### config.mk
export PLATFORM = sky130hd
export DESIGN_NAME = blk_alloc_tracker
export DESIGN_NICKNAME = d
export VERILOG_FILES = /design/src/rtl/blk_alloc_pkg.sv /design/src/rtl/blk_alloc_store.sv /design/src/rtl/blk_alloc_scan.sv /design/src/rtl/blk_alloc_setq.sv /design/src/rtl/blk_alloc_feat.sv /design/src/rtl/blk_alloc_tracker.sv
export SDC_FILE = /design/constraint.sdc
export NUM_CORES = 2
export LEC_CHECK = 0
export ABC_AREA = 1
export BUFFER_PORTS_ARGS = -buffer_cell sky130_fd_sc_hd__buf_2
export CAP_MARGIN = 20
export CELL_PAD_IN_SITES_DETAIL_PLACEMENT = 1
export CELL_PAD_IN_SITES_GLOBAL_PLACEMENT = 2
export CORE_MARGIN = 10
export CORE_UTILIZATION = 41
export CTS_CLUSTER_DIAMETER = 60
export DETAILED_ROUTE_END_ITERATION = 6
export PLACE_DENSITY_LB_ADDON = 0.08
export SLEW_MARGIN = 40
export SYNTH_ARGS = -nofsm -noshare
export SYNTH_HDL_FRONTEND = slang
export SYNTH_HIERARCHICAL = 1
export SYNTH_SLANG_ARGS = --single-unit
### constraint.sdc
create_clock -name clk -period 3.98 [get_ports clk]
set_input_delay 0.995 -clock clk [delete_from_list [all_inputs] [get_ports clk]]
set_output_delay 0.995 -clock clk [all_outputs]
set_load 0.01 [all_outputs]
### src/rtl/blk_alloc_pkg.sv
// Shared constants, opcode type and mask helper for the allocation tracker.
// Assumes a 32-bit storage word; all range math is done in block units.
package blk_alloc_pkg;
    localparam int WORD_W = 32;
    localparam int BIT_W  = 5;

    localparam logic [15:0] ST_OK         = 16'h0000;
    localparam logic [15:0] ST_UNWRITTEN  = 16'h0287;
    localparam logic [15:0] ST_BAD_NS     = 16'h400B;
    localparam logic [31:0] NSID_BCAST    = 32'hFFFF_FFFF;

    typedef enum logic [1:0] {
        OP_READ  = 2'd0,
        OP_WRITE = 2'd1,
        OP_WZERO = 2'd2,
        OP_RSVD  = 2'd3
    } op_e;

    // Bits of one word that fall inside a range; lo applies on the first word, hi on the last.
    function automatic logic [WORD_W-1:0] span_mask(input logic [BIT_W-1:0] lo,
                                                    input logic [BIT_W-1:0] hi,
                                                    input logic first,
                                                    input logic last);
        logic [WORD_W-1:0] lo_m;
        logic [WORD_W-1:0] hi_m;
        lo_m = first ? ({WORD_W{1'b1}} << lo) : {WORD_W{1'b1}};
        hi_m = last  ? ({WORD_W{1'b1}} >> (BIT_W'(WORD_W-1) - hi)) : {WORD_W{1'b1}};
        return lo_m & hi_m;
    endfunction
endpackage

### src/rtl/blk_alloc_store.sv
// Bitmap storage with a zeroing sweep.
// Holds NUM_WORDS words with one combinational read port and one write port.
// On reset or sweep_start it writes zero to one word per clock and raises clearing
// until the last word is done. External writes are ignored while clearing.
module blk_alloc_store
    import blk_alloc_pkg::*;
#(
    parameter int NUM_WORDS = 32,
    parameter int IDX_W     = 5
) (
    input  logic              clk,
    input  logic              rst_n,
    input  logic              sweep_start,
    input  logic              wr_en,
    input  logic [IDX_W-1:0]  wr_idx,
    input  logic [WORD_W-1:0] wr_data,
    input  logic [IDX_W-1:0]  rd_idx,
    output logic [WORD_W-1:0] rd_data,
    output logic              clearing
);
    logic [WORD_W-1:0] words [NUM_WORDS];
    logic [IDX_W-1:0]  sweep_ptr;

    // Sweep control: restart on reset or request, stop after the last word.
    always_ff @(posedge clk) begin
        if (!rst_n) begin
            clearing  <= 1'b1;
            sweep_ptr <= '0;
        end else if (sweep_start) begin
            clearing  <= 1'b1;
            sweep_ptr <= '0;
        end else if (clearing) begin
            sweep_ptr <= sweep_ptr + IDX_W'(1);
            if (sweep_ptr == IDX_W'(NUM_WORDS - 1)) begin
                clearing <= 1'b0;
            end
        end
    end

    // Word array write: the sweep has priority over updates.
    always_ff @(posedge clk) begin
        if (clearing) begin
            words[sweep_ptr] <= '0;
        end else if (wr_en) begin
            words[wr_idx] <= wr_data;
        end
    end

    assign rd_data = words[rd_idx];


    // sweep_bounds_chk: the sweep pointer never runs past the last word
    sweep_bounds_chk: assert property (@(posedge clk) disable iff (!rst_n)
        clearing |-> (sweep_ptr <= IDX_W'(NUM_WORDS - 1)));
endmodule

### src/rtl/blk_alloc_scan.sv
// Read-range scanner.
// On start it latches the range, then reads one word per clock and tests the
// masked bits for any zero. It stops at the first word with a zero or after
// the last word, and gives a one-cycle done pulse with the hole flag.
// Assumes the range lies inside the namespace and the caller starts it only when idle.
module blk_alloc_scan
    import blk_alloc_pkg::*;
#(
    parameter int LBA_W = 10,
    parameter int IDX_W = 5
) (
    input  logic              clk,
    input  logic              rst_n,
    input  logic              start,
    input  logic [LBA_W-1:0]  first_lba,
    input  logic [LBA_W-1:0]  last_lba,
    input  logic [WORD_W-1:0] rd_data,
    output logic [IDX_W-1:0]  rd_idx,
    output logic              active,
    output logic              done,
    output logic              hole
);
    logic [IDX_W-1:0] cur_idx, end_idx;
    logic [BIT_W-1:0] lo_bit, hi_bit;
    logic             on_first;
    logic             on_last;
    logic             miss;

    assign on_last = (cur_idx == end_idx);
    assign miss    = |(~rd_data & span_mask(lo_bit, hi_bit, on_first, on_last));
    assign rd_idx  = cur_idx;

    // Scan walker: latch the range, step one word per clock, stop early on a hole.
    always_ff @(posedge clk) begin
        if (!rst_n) begin
            active   <= 1'b0;
            done     <= 1'b0;
            hole     <= 1'b0;
            cur_idx  <= '0;
            end_idx  <= '0;
            lo_bit   <= '0;
            hi_bit   <= '0;
            on_first <= 1'b0;
        end else begin
            done <= 1'b0;
            if (start) begin
                active   <= 1'b1;
                cur_idx  <= first_lba[LBA_W-1:BIT_W];
                end_idx  <= last_lba[LBA_W-1:BIT_W];
                lo_bit   <= first_lba[BIT_W-1:0];
                hi_bit   <= last_lba[BIT_W-1:0];
                on_first <= 1'b1;
            end else if (active) begin
                on_first <= 1'b0;
                if (miss || on_last) begin
                    active <= 1'b0;
                    done   <= 1'b1;
                    hole   <= miss;
                end else begin
                    cur_idx <= cur_idx + IDX_W'(1);
                end
            end
        end
    end


    // scan_start_idle_chk: a new scan never begins on top of a running one
    scan_start_idle_chk: assert property (@(posedge clk) disable iff (!rst_n)
        start |-> !active);


    // scan_done_pulse_chk: done lasts one cycle and follows an active cycle
    scan_done_pulse_chk: assert property (@(posedge clk) disable iff (!rst_n)
        done |-> ($past(active) && !$past(done)));
endmodule

### src/rtl/blk_alloc_setq.sv
// Completion queue and bitmap setter.
// Successful write ranges are pushed into a small FIFO. When not held, the head
// range is popped and its words are OR-ed with the range mask, one word per clock.
// Assumes QDEPTH is a power of two and the pusher respects full.
module blk_alloc_setq
    import blk_alloc_pkg::*;
#(
    parameter int LBA_W  = 10,
    parameter int IDX_W  = 5,
    parameter int QDEPTH = 4
) (
    input  logic              clk,
    input  logic              rst_n,
    input  logic              push,
    input  logic [LBA_W-1:0]  push_first,
    input  logic [LBA_W-1:0]  push_last,
    input  logic              hold,
    input  logic [WORD_W-1:0] rd_data,
    output logic [IDX_W-1:0]  rd_idx,
    output logic              wr_en,
    output logic [IDX_W-1:0]  wr_idx,
    output logic [WORD_W-1:0] wr_data,
    output logic              full,
    output logic              idle
);
    localparam int PTR_W = (QDEPTH > 1) ? $clog2(QDEPTH) : 1;
    localparam int CNT_W = PTR_W + 1;

    logic [LBA_W-1:0] q_first [QDEPTH];
    logic [LBA_W-1:0] q_last  [QDEPTH];
    logic [PTR_W-1:0] wptr, rptr;
    logic [CNT_W-1:0] cnt;
    logic             pop;
    logic             running;
    logic [IDX_W-1:0] cur_idx, end_idx;
    logic [BIT_W-1:0] lo_bit, hi_bit;
    logic             on_first;
    logic             on_last;

    assign full    = (cnt == CNT_W'(QDEPTH));
    assign pop     = !hold && !running && (cnt != '0);
    assign idle    = !running && (cnt == '0);
    assign on_last = (cur_idx == end_idx);
    assign rd_idx  = cur_idx;
    assign wr_idx  = cur_idx;
    assign wr_en   = running && !hold;
    assign wr_data = rd_data | span_mask(lo_bit, hi_bit, on_first, on_last);

    // FIFO pointers and occupancy.
    always_ff @(posedge clk) begin
        if (!rst_n) begin
            wptr <= '0;
            rptr <= '0;
            cnt  <= '0;
        end else begin
            if (push) wptr <= wptr + PTR_W'(1);
            if (pop)  rptr <= rptr + PTR_W'(1);
            case ({push, pop})
                2'b10:   cnt <= cnt + CNT_W'(1);
                2'b01:   cnt <= cnt - CNT_W'(1);
                default: cnt <= cnt;
            endcase
        end
    end

    // FIFO entry storage.
    always_ff @(posedge clk) begin
        if (push) begin
            q_first[wptr] <= push_first;
            q_last[wptr]  <= push_last;
        end
    end

    // Setter walker: take the head range and mark its words one per clock.
    always_ff @(posedge clk) begin
        if (!rst_n) begin
            running  <= 1'b0;
            cur_idx  <= '0;
            end_idx  <= '0;
            lo_bit   <= '0;
            hi_bit   <= '0;
            on_first <= 1'b0;
        end else if (pop) begin
            running  <= 1'b1;
            cur_idx  <= q_first[rptr][LBA_W-1:BIT_W];
            end_idx  <= q_last[rptr][LBA_W-1:BIT_W];
            lo_bit   <= q_first[rptr][BIT_W-1:0];
            hi_bit   <= q_last[rptr][BIT_W-1:0];
            on_first <= 1'b1;
        end else if (running && !hold) begin
            on_first <= 1'b0;
            if (on_last) begin
                running <= 1'b0;
            end else begin
                cur_idx <= cur_idx + IDX_W'(1);
            end
        end
    end


    // fifo_no_overflow_chk: never push into a full queue
    fifo_no_overflow_chk: assert property (@(posedge clk) disable iff (!rst_n)
        push |-> !full);
endmodule

### src/rtl/blk_alloc_feat.sv
// Per-namespace feature registers.
// Holds the error-recovery word and answers set/get accesses one cycle later.
// A broadcast set lands only when the store is present. A targeted set to the own
// ID always lands, and any other ID is rejected with the do-not-retry status.
module blk_alloc_feat
    import blk_alloc_pkg::*;
#(
    parameter logic [31:0] NSID = 32'd1
) (
    input  logic        clk,
    input  logic        rst_n,
    input  logic        req_valid,
    input  logic        req_write,
    input  logic [31:0] req_nsid,
    input  logic [31:0] req_wdata,
    input  logic        store_present,
    output logic        rsp_valid,
    output logic [15:0] rsp_status,
    output logic [31:0] rsp_data,
    output logic        check_en,
    output logic [7:0]  features
);
    logic [31:0] err_rec;

    assign check_en = err_rec[16];
    assign features = {5'b0, store_present, 2'b00};

    // Access decode: update the word and form the registered response.
    always_ff @(posedge clk) begin
        if (!rst_n) begin
            err_rec    <= '0;
            rsp_valid  <= 1'b0;
            rsp_status <= ST_OK;
            rsp_data   <= '0;
        end else begin
            rsp_valid <= req_valid;
            if (req_valid) begin
                rsp_data   <= '0;
                rsp_status <= ST_OK;
                if (req_write) begin
                    if (req_nsid == NSID_BCAST) begin
                        if (store_present) err_rec <= req_wdata;
                    end else if (req_nsid == NSID) begin
                        err_rec <= req_wdata;
                    end else begin
                        rsp_status <= ST_BAD_NS;
                    end
                end else if (req_nsid == NSID) begin
                    rsp_data <= err_rec;
                end else begin
                    rsp_status <= ST_BAD_NS;
                end
            end
        end
    end


    // reg_rsp_follow_chk: every response answers a request from the previous cycle
    reg_rsp_follow_chk: assert property (@(posedge clk) disable iff (!rst_n)
        rsp_valid |-> $past(req_valid));
endmodule

### src/rtl/blk_alloc_tracker.sv
// Logical block allocation tracker, top level.
// Accepts commands and write completions, keeps the allocation bitmap, and answers
// checked reads with an unwritten-block status. Commands are accepted only when no
// sweep, scan or pending update is in flight. Range bounds are the caller's job.
module blk_alloc_tracker
    import blk_alloc_pkg::*;
#(
    parameter int          NUM_BLOCKS = 1024,
    parameter int          QDEPTH     = 4,
    parameter logic [31:0] NSID       = 32'd1,
    parameter int          LBA_W      = $clog2(NUM_BLOCKS)
) (
    input  logic             clk,
    input  logic             rst_n,
    input  logic             store_present,
    input  logic             fmt_req,
    input  logic             cmd_valid,
    output logic             cmd_ready,
    input  logic [1:0]       cmd_op,
    input  logic [LBA_W-1:0] cmd_slba,
    input  logic [LBA_W-1:0] cmd_nlb,
    output logic             rsp_valid,
    output logic [15:0]      rsp_status,
    input  logic             cpl_valid,
    output logic             cpl_ready,
    input  logic             cpl_ok,
    input  logic [LBA_W-1:0] cpl_slba,
    input  logic [LBA_W-1:0] cpl_nlb,
    input  logic             reg_valid,
    input  logic             reg_write,
    input  logic [31:0]      reg_nsid,
    input  logic [31:0]      reg_wdata,
    output logic             reg_rsp_valid,
    output logic [15:0]      reg_rsp_status,
    output logic [31:0]      reg_rsp_data,
    output logic [7:0]       ns_features,
    output logic [31:0]      image_bytes,
    output logic             busy
);
    localparam int NUM_WORDS = (NUM_BLOCKS + WORD_W - 1) / WORD_W;
    localparam int IDX_W     = LBA_W - BIT_W;
    localparam int MAP_BYTES = (NUM_BLOCKS + 7) / 8;
    localparam int IMG_BYTES = ((MAP_BYTES + 511) / 512) * 512;

    logic              clearing;
    logic              scan_active, scan_done, scan_hole;
    logic              set_full, set_idle;
    logic              set_wr_en;
    logic [IDX_W-1:0]  set_wr_idx, set_rd_idx, scan_rd_idx, mem_rd_idx;
    logic [WORD_W-1:0] set_wr_data, mem_rd_data;
    logic              check_en;
    logic              idle_core;
    logic              accept, scan_start, quick, quick_q;
    logic              cpl_push, fmt_start;

    assign idle_core  = !clearing && !scan_active && set_idle;
    assign cmd_ready  = idle_core && !fmt_req;
    assign fmt_start  = fmt_req && idle_core;
    assign accept     = cmd_valid && cmd_ready;
    assign scan_start = accept && (op_e'(cmd_op) == OP_READ) && check_en;
    assign quick      = accept && !scan_start;
    assign cpl_ready  = !clearing && !set_full;
    assign cpl_push   = cpl_valid && cpl_ready && cpl_ok;
    assign mem_rd_idx = scan_active ? scan_rd_idx : set_rd_idx;
    assign busy       = clearing || scan_active;
    assign image_bytes = 32'(IMG_BYTES);
    assign rsp_valid  = quick_q || scan_done;
    assign rsp_status = (scan_done && scan_hole) ? ST_UNWRITTEN : ST_OK;

    // Unchecked commands answer one cycle after acceptance.
    always_ff @(posedge clk) begin
        if (!rst_n) quick_q <= 1'b0;
        else        quick_q <= quick;
    end

    blk_alloc_store #(.NUM_WORDS(NUM_WORDS), .IDX_W(IDX_W)) u_store (
        .clk         (clk),
        .rst_n       (rst_n),
        .sweep_start (fmt_start),
        .wr_en       (set_wr_en),
        .wr_idx      (set_wr_idx),
        .wr_data     (set_wr_data),
        .rd_idx      (mem_rd_idx),
        .rd_data     (mem_rd_data),
        .clearing    (clearing)
    );

    blk_alloc_scan #(.LBA_W(LBA_W), .IDX_W(IDX_W)) u_scan (
        .clk       (clk),
        .rst_n     (rst_n),
        .start     (scan_start),
        .first_lba (cmd_slba),
        .last_lba  (cmd_slba + cmd_nlb),
        .rd_data   (mem_rd_data),
        .rd_idx    (scan_rd_idx),
        .active    (scan_active),
        .done      (scan_done),
        .hole      (scan_hole)
    );

    blk_alloc_setq #(.LBA_W(LBA_W), .IDX_W(IDX_W), .QDEPTH(QDEPTH)) u_setq (
        .clk        (clk),
        .rst_n      (rst_n),
        .push       (cpl_push),
        .push_first (cpl_slba),
        .push_last  (cpl_slba + cpl_nlb),
        .hold       (scan_active || clearing),
        .rd_data    (mem_rd_data),
        .rd_idx     (set_rd_idx),
        .wr_en      (set_wr_en),
        .wr_idx     (set_wr_idx),
        .wr_data    (set_wr_data),
        .full       (set_full),
        .idle       (set_idle)
    );

    blk_alloc_feat #(.NSID(NSID)) u_feat (
        .clk           (clk),
        .rst_n         (rst_n),
        .req_valid     (reg_valid),
        .req_write     (reg_write),
        .req_nsid      (reg_nsid),
        .req_wdata     (reg_wdata),
        .store_present (store_present),
        .rsp_valid     (reg_rsp_valid),
        .rsp_status    (reg_rsp_status),
        .rsp_data      (reg_rsp_data),
        .check_en      (check_en),
        .features      (ns_features)
    );


    // rsp_single_source_chk: the quick path and the scan never answer together
    rsp_single_source_chk: assert property (@(posedge clk) disable iff (!rst_n)
        $onehot0({quick_q, scan_done}));


    // no_set_during_scan_chk: bitmap updates wait for the scan to finish
    no_set_during_scan_chk: assert property (@(posedge clk) disable iff (!rst_n)
        set_wr_en |-> !scan_active);


    // no_cmd_in_sweep_chk: no command is taken while the bitmap is being cleared
    no_cmd_in_sweep_chk: assert property (@(posedge clk) disable iff (!rst_n)
        accept |-> !clearing);


    // rsp_status_legal_chk: a response carries only success or the unwritten code
    rsp_status_legal_chk: assert property (@(posedge clk) disable iff (!rst_n)
        rsp_valid |-> (rsp_status == ST_OK || rsp_status == ST_UNWRITTEN));
endmodule

==> impl_metrics.yaml <==
layout:
  final_nets: 5564
  regArea_um2: 35700
  layout_commonest_cell: "nand2_1"
  drive_gt1_share_pct: 12.3
  syn2layout_area_growth_pct: 15.1
  fin_util_pct: 47.4
  layout_common_cells: "nand2_1, edfxtp_1, nand3_1, nor2_1, inv_1"
  multi_input_area_um2: 15900
  postLayoutCellArea_um2: 62200
  nFillCells: 14421
power:
  p_per_area_nw_per_um2: 443
  peakVddDrop_v: 0.000465
  p_leak_nw: 24.8
worst_hold_path:
  hp-class: "flop to flop"
  hp-start: "u_feat/err_rec[26]"
global_routing:
  grt_pass1_vias: 39996
  overflow: 0
  antenna_found_initial: 4
  grt_max_degree: 88
  grtUsageTotal_pct: 24.0
  grt_pass1_wl_mm: 265
run:
  maxCapViolations: 0
timing:
  finalHoldViolations: 0
  fmax_mhz: 278
  setup_tns_ns: 0
  finClkSkew_ns: 0.0271
  tightestPinTransition_ns: 0.759
  drv_slew: 0
  final.setup.worst_slack_ns: 0.383
  setup_viol: 0
  rsz0062_at_grt: "false"
  period_minus_slack_ns: 3.60
  slew-limit-headroom_pct: 49.3
  fin_crit_sh_pct: 90.4
placed_design:
  placed_area_um2: 57700
  portBuffers: 161
  hpwl_mm: 105
  pre_cts_slack_ns: 0.444
  gp_congestion: 0.894
worst_setup_path:
  worstPathRequired_ns: 4.64
  max_stage_delay_ns: 0.37
  cp_max_fo: 60
  crit_buf_inv: 4
  reg2reg_depth: 25
  worst_setup_path_start_kind: "flop"
  regToRegEndpoint: "u_scan/rd_idx[1]"
  path_delay_family: "simple AND/OR/NAND/NOR gates"
  crit_slowest_cell: "dfxtp_1"
  r2r_slack_ns: 0.38
  endpoint_kind: "flop"
  critPathLaunch: "u_scan/active"
  regToRegStartpoint: "u_scan/active"
  crit_path_frequent_cell: "nand2_1"
  cp.depth: 25
  arrival_ns: 4.26
  worstSetupEndpoint: "u_scan/rd_idx[1]"
  crit_type: "flop to flop"
floorplanning:
  die_h_um: 383
  start_util_pct: 41.2
  die_x_um: 383
  core_um2: 131000
  ios: 224
  row_count: 133
  die-area_um2: 147000
detailed_routing:
  wirelength_mm: 180
  drt-vias-per-instance: 5.41
  wire_per_inst_um: 24.8
  drt_first_pass_iters: 5
  drtIter0Drc: 3033
  drc: 0
  ant_nets: 0
  vias: 39335
synth:
  yosysUniqueCellTypes: 56
  syn_area_um2: 54000
  synth_top_area_share_pct: 61.4
  synth_edf_count: 1104
  synth_seq_area_share_pct: 66.1
  synthFlopType: "edfxtp_1"
  ys_seq_elements: 1232
  async_flop_share_pct: 0
  yosys.area.top_type: "edfxtp_1"
  syn_inst: 5240
  synth_warnings: 6
  syn_avg_cell_area_um2: 10.3
  ys_top_cells_by_area: "edfxtp_1, nand2_1, nand3_1"
cts:
  clkTransAtPathRegs_ns: 0.05
  cts_inserted_buffers: 140
  htree_levels: 4
  cts_setup_buffers: 0
  cts-hold-fix-buffers: 0
  cts-root-buf: "clkbuf_16"
  cts.repair.resized: 0
  cts_tree: "done"
  clock_latency_ns: 0.77
  clock-sinks: 1232
  clockBufferDepth: 3
status:
  status: "finished clean"
kinds of logic (layout without fill, tap and decap cells):
kind of cell | count (synthesis) | in the layout | share of synthesized area (%)
compound gates | 334 | 334 | 3.35
xor+xnor | 16 | 16 | 0.273
fa+ha+maj | 30 | 30 | 0.736
buf+inv | 566 | 788 | 5.46
flops | 1232 | 1232 | 66.1
mux | 1 | 1 | 0.0185
other cells | 3 | 63 | 0.0208
simple gates | 3058 | 3058 | 24.0
registers in the layout (all words and copies together) (netlist names), 32 cells and up, named ones only:
register         count
u_feat/err_rec      32
u_setq/q_first      40
u_setq/q_last       40
u_feat/rsp_data     32
u_store/words     1024
area by class of cell:
| type | count | area share (%) |
|---|---|---|
| multi-input combinational | 3501 | 25.6 |
| clock buffer | 174 | 6.08 |
| timing repair buffer | 343 | 4.93 |
| antenna | 1 | 0.00402 |
| inverter | 201 | 1.27 |
| clock inverter | 70 | 1.11 |
| sequential | 1232 | 57.4 |
| tap | 1755 | 3.53 |
through the flow:
stage               hold slack [ns]  instances  power (mW)
floorplan                     0.439       5299        14.8
global placement              0.451       7031        15.1
detailed placement            0.454       7032        15.2
CTS                           0.428       7276        27.9
global route                  0.432       7276        28.4
finish                        0.462       7277        27.6
synth_stat cells, types with 3 or more instances:
master / count
edfxtp_1: 1104
o22ai_1: 15
buf_4: 127
xor2_1: 10
fa_1: 3
nor2_4: 10
buf_1: 10
nand2_4: 4
inv_2: 15
nor3_1: 12
ha_1: 27
dfxtp_1: 128
o21ai_1: 13
nand3_1: 847
buf_6: 20
nand3_2: 5
nand4_1: 57
clkbuf_1: 83
nor2_1: 240
buf_2: 118
nand2_2: 9
xnor2_1: 5
clkbuf_4: 3
nor4_1: 3
conb_1: 3
a21o_1: 13
o21ai_0: 114
inv_1: 182
o21bai_1: 8
a21oi_1: 150
nand2_1: 1846
a31oi_1: 7
or2_2: 5
buf_8: 3
nor2_2: 9
o21ai_2: 5
worst reg2reg max path, cell delays in order, from the launching register on:
cell	delay, ns
dfxtp_1	0.37
inv_1	0.11
nand2_1	0.11
nand2_4	0.14
inv_16	0.27
buf_12	0.33
buf_4	0.26
nand2_1	0.07
nand3_1	0.08
nand3_1	0.08
nand2_1	0.08
nand2_1	0.05
nand2_1	0.08
nand2_1	0.04
nand2_1	0.20
nor2_1	0.11
nand2_1	0.07
nand2_1	0.06
nor2_1	0.18
nand2_1	0.12
nor2_4	0.20
nand3_2	0.12
nand2_1	0.10
nand2_1	0.10
nor2_1	0.10
nor2_1	0.05
worst min path at each step:
| stage | end | slack (ns) | depth (start not counted) |
|---|---|---|---|
| after floorplan | u_feat/err_rec[10] | 0.44 | 2 |
| after global placement | u_feat/rsp_data[31] | 0.45 | 2 |
| after detailed placement | u_feat/rsp_data[23] | 0.45 | 2 |
| after CTS | u_setq/q_first[0][8] | 0.43 | 1 |
| after global routing | u_setq/q_first[0][8] | 0.43 | 1 |
| final | u_feat/err_rec[26] | 0.46 | 2 |
routing by layer:
metal  GRT usage [%]  part of all wire (%)  up-vias
met5               0                 0.014        -
met4            6.71                   2.5        4
met3            3.85                   4.9      265
met2            39.4                    48      963
met1            32.9                    45    19957
li1                -                     -    18146
power breakdown:
part | switching [mW] | leakage [nW] | internal [mW] | total [mW]
registers | 0.0214 | 12.8 | 14.0 | 14.0
logic | 0.611 | 9.81 | 0.236 | 0.847
clock network | 5.19 | 2.20 | 7.49 | 12.7
Note: power is estimated with default switching activity, not from simulation.
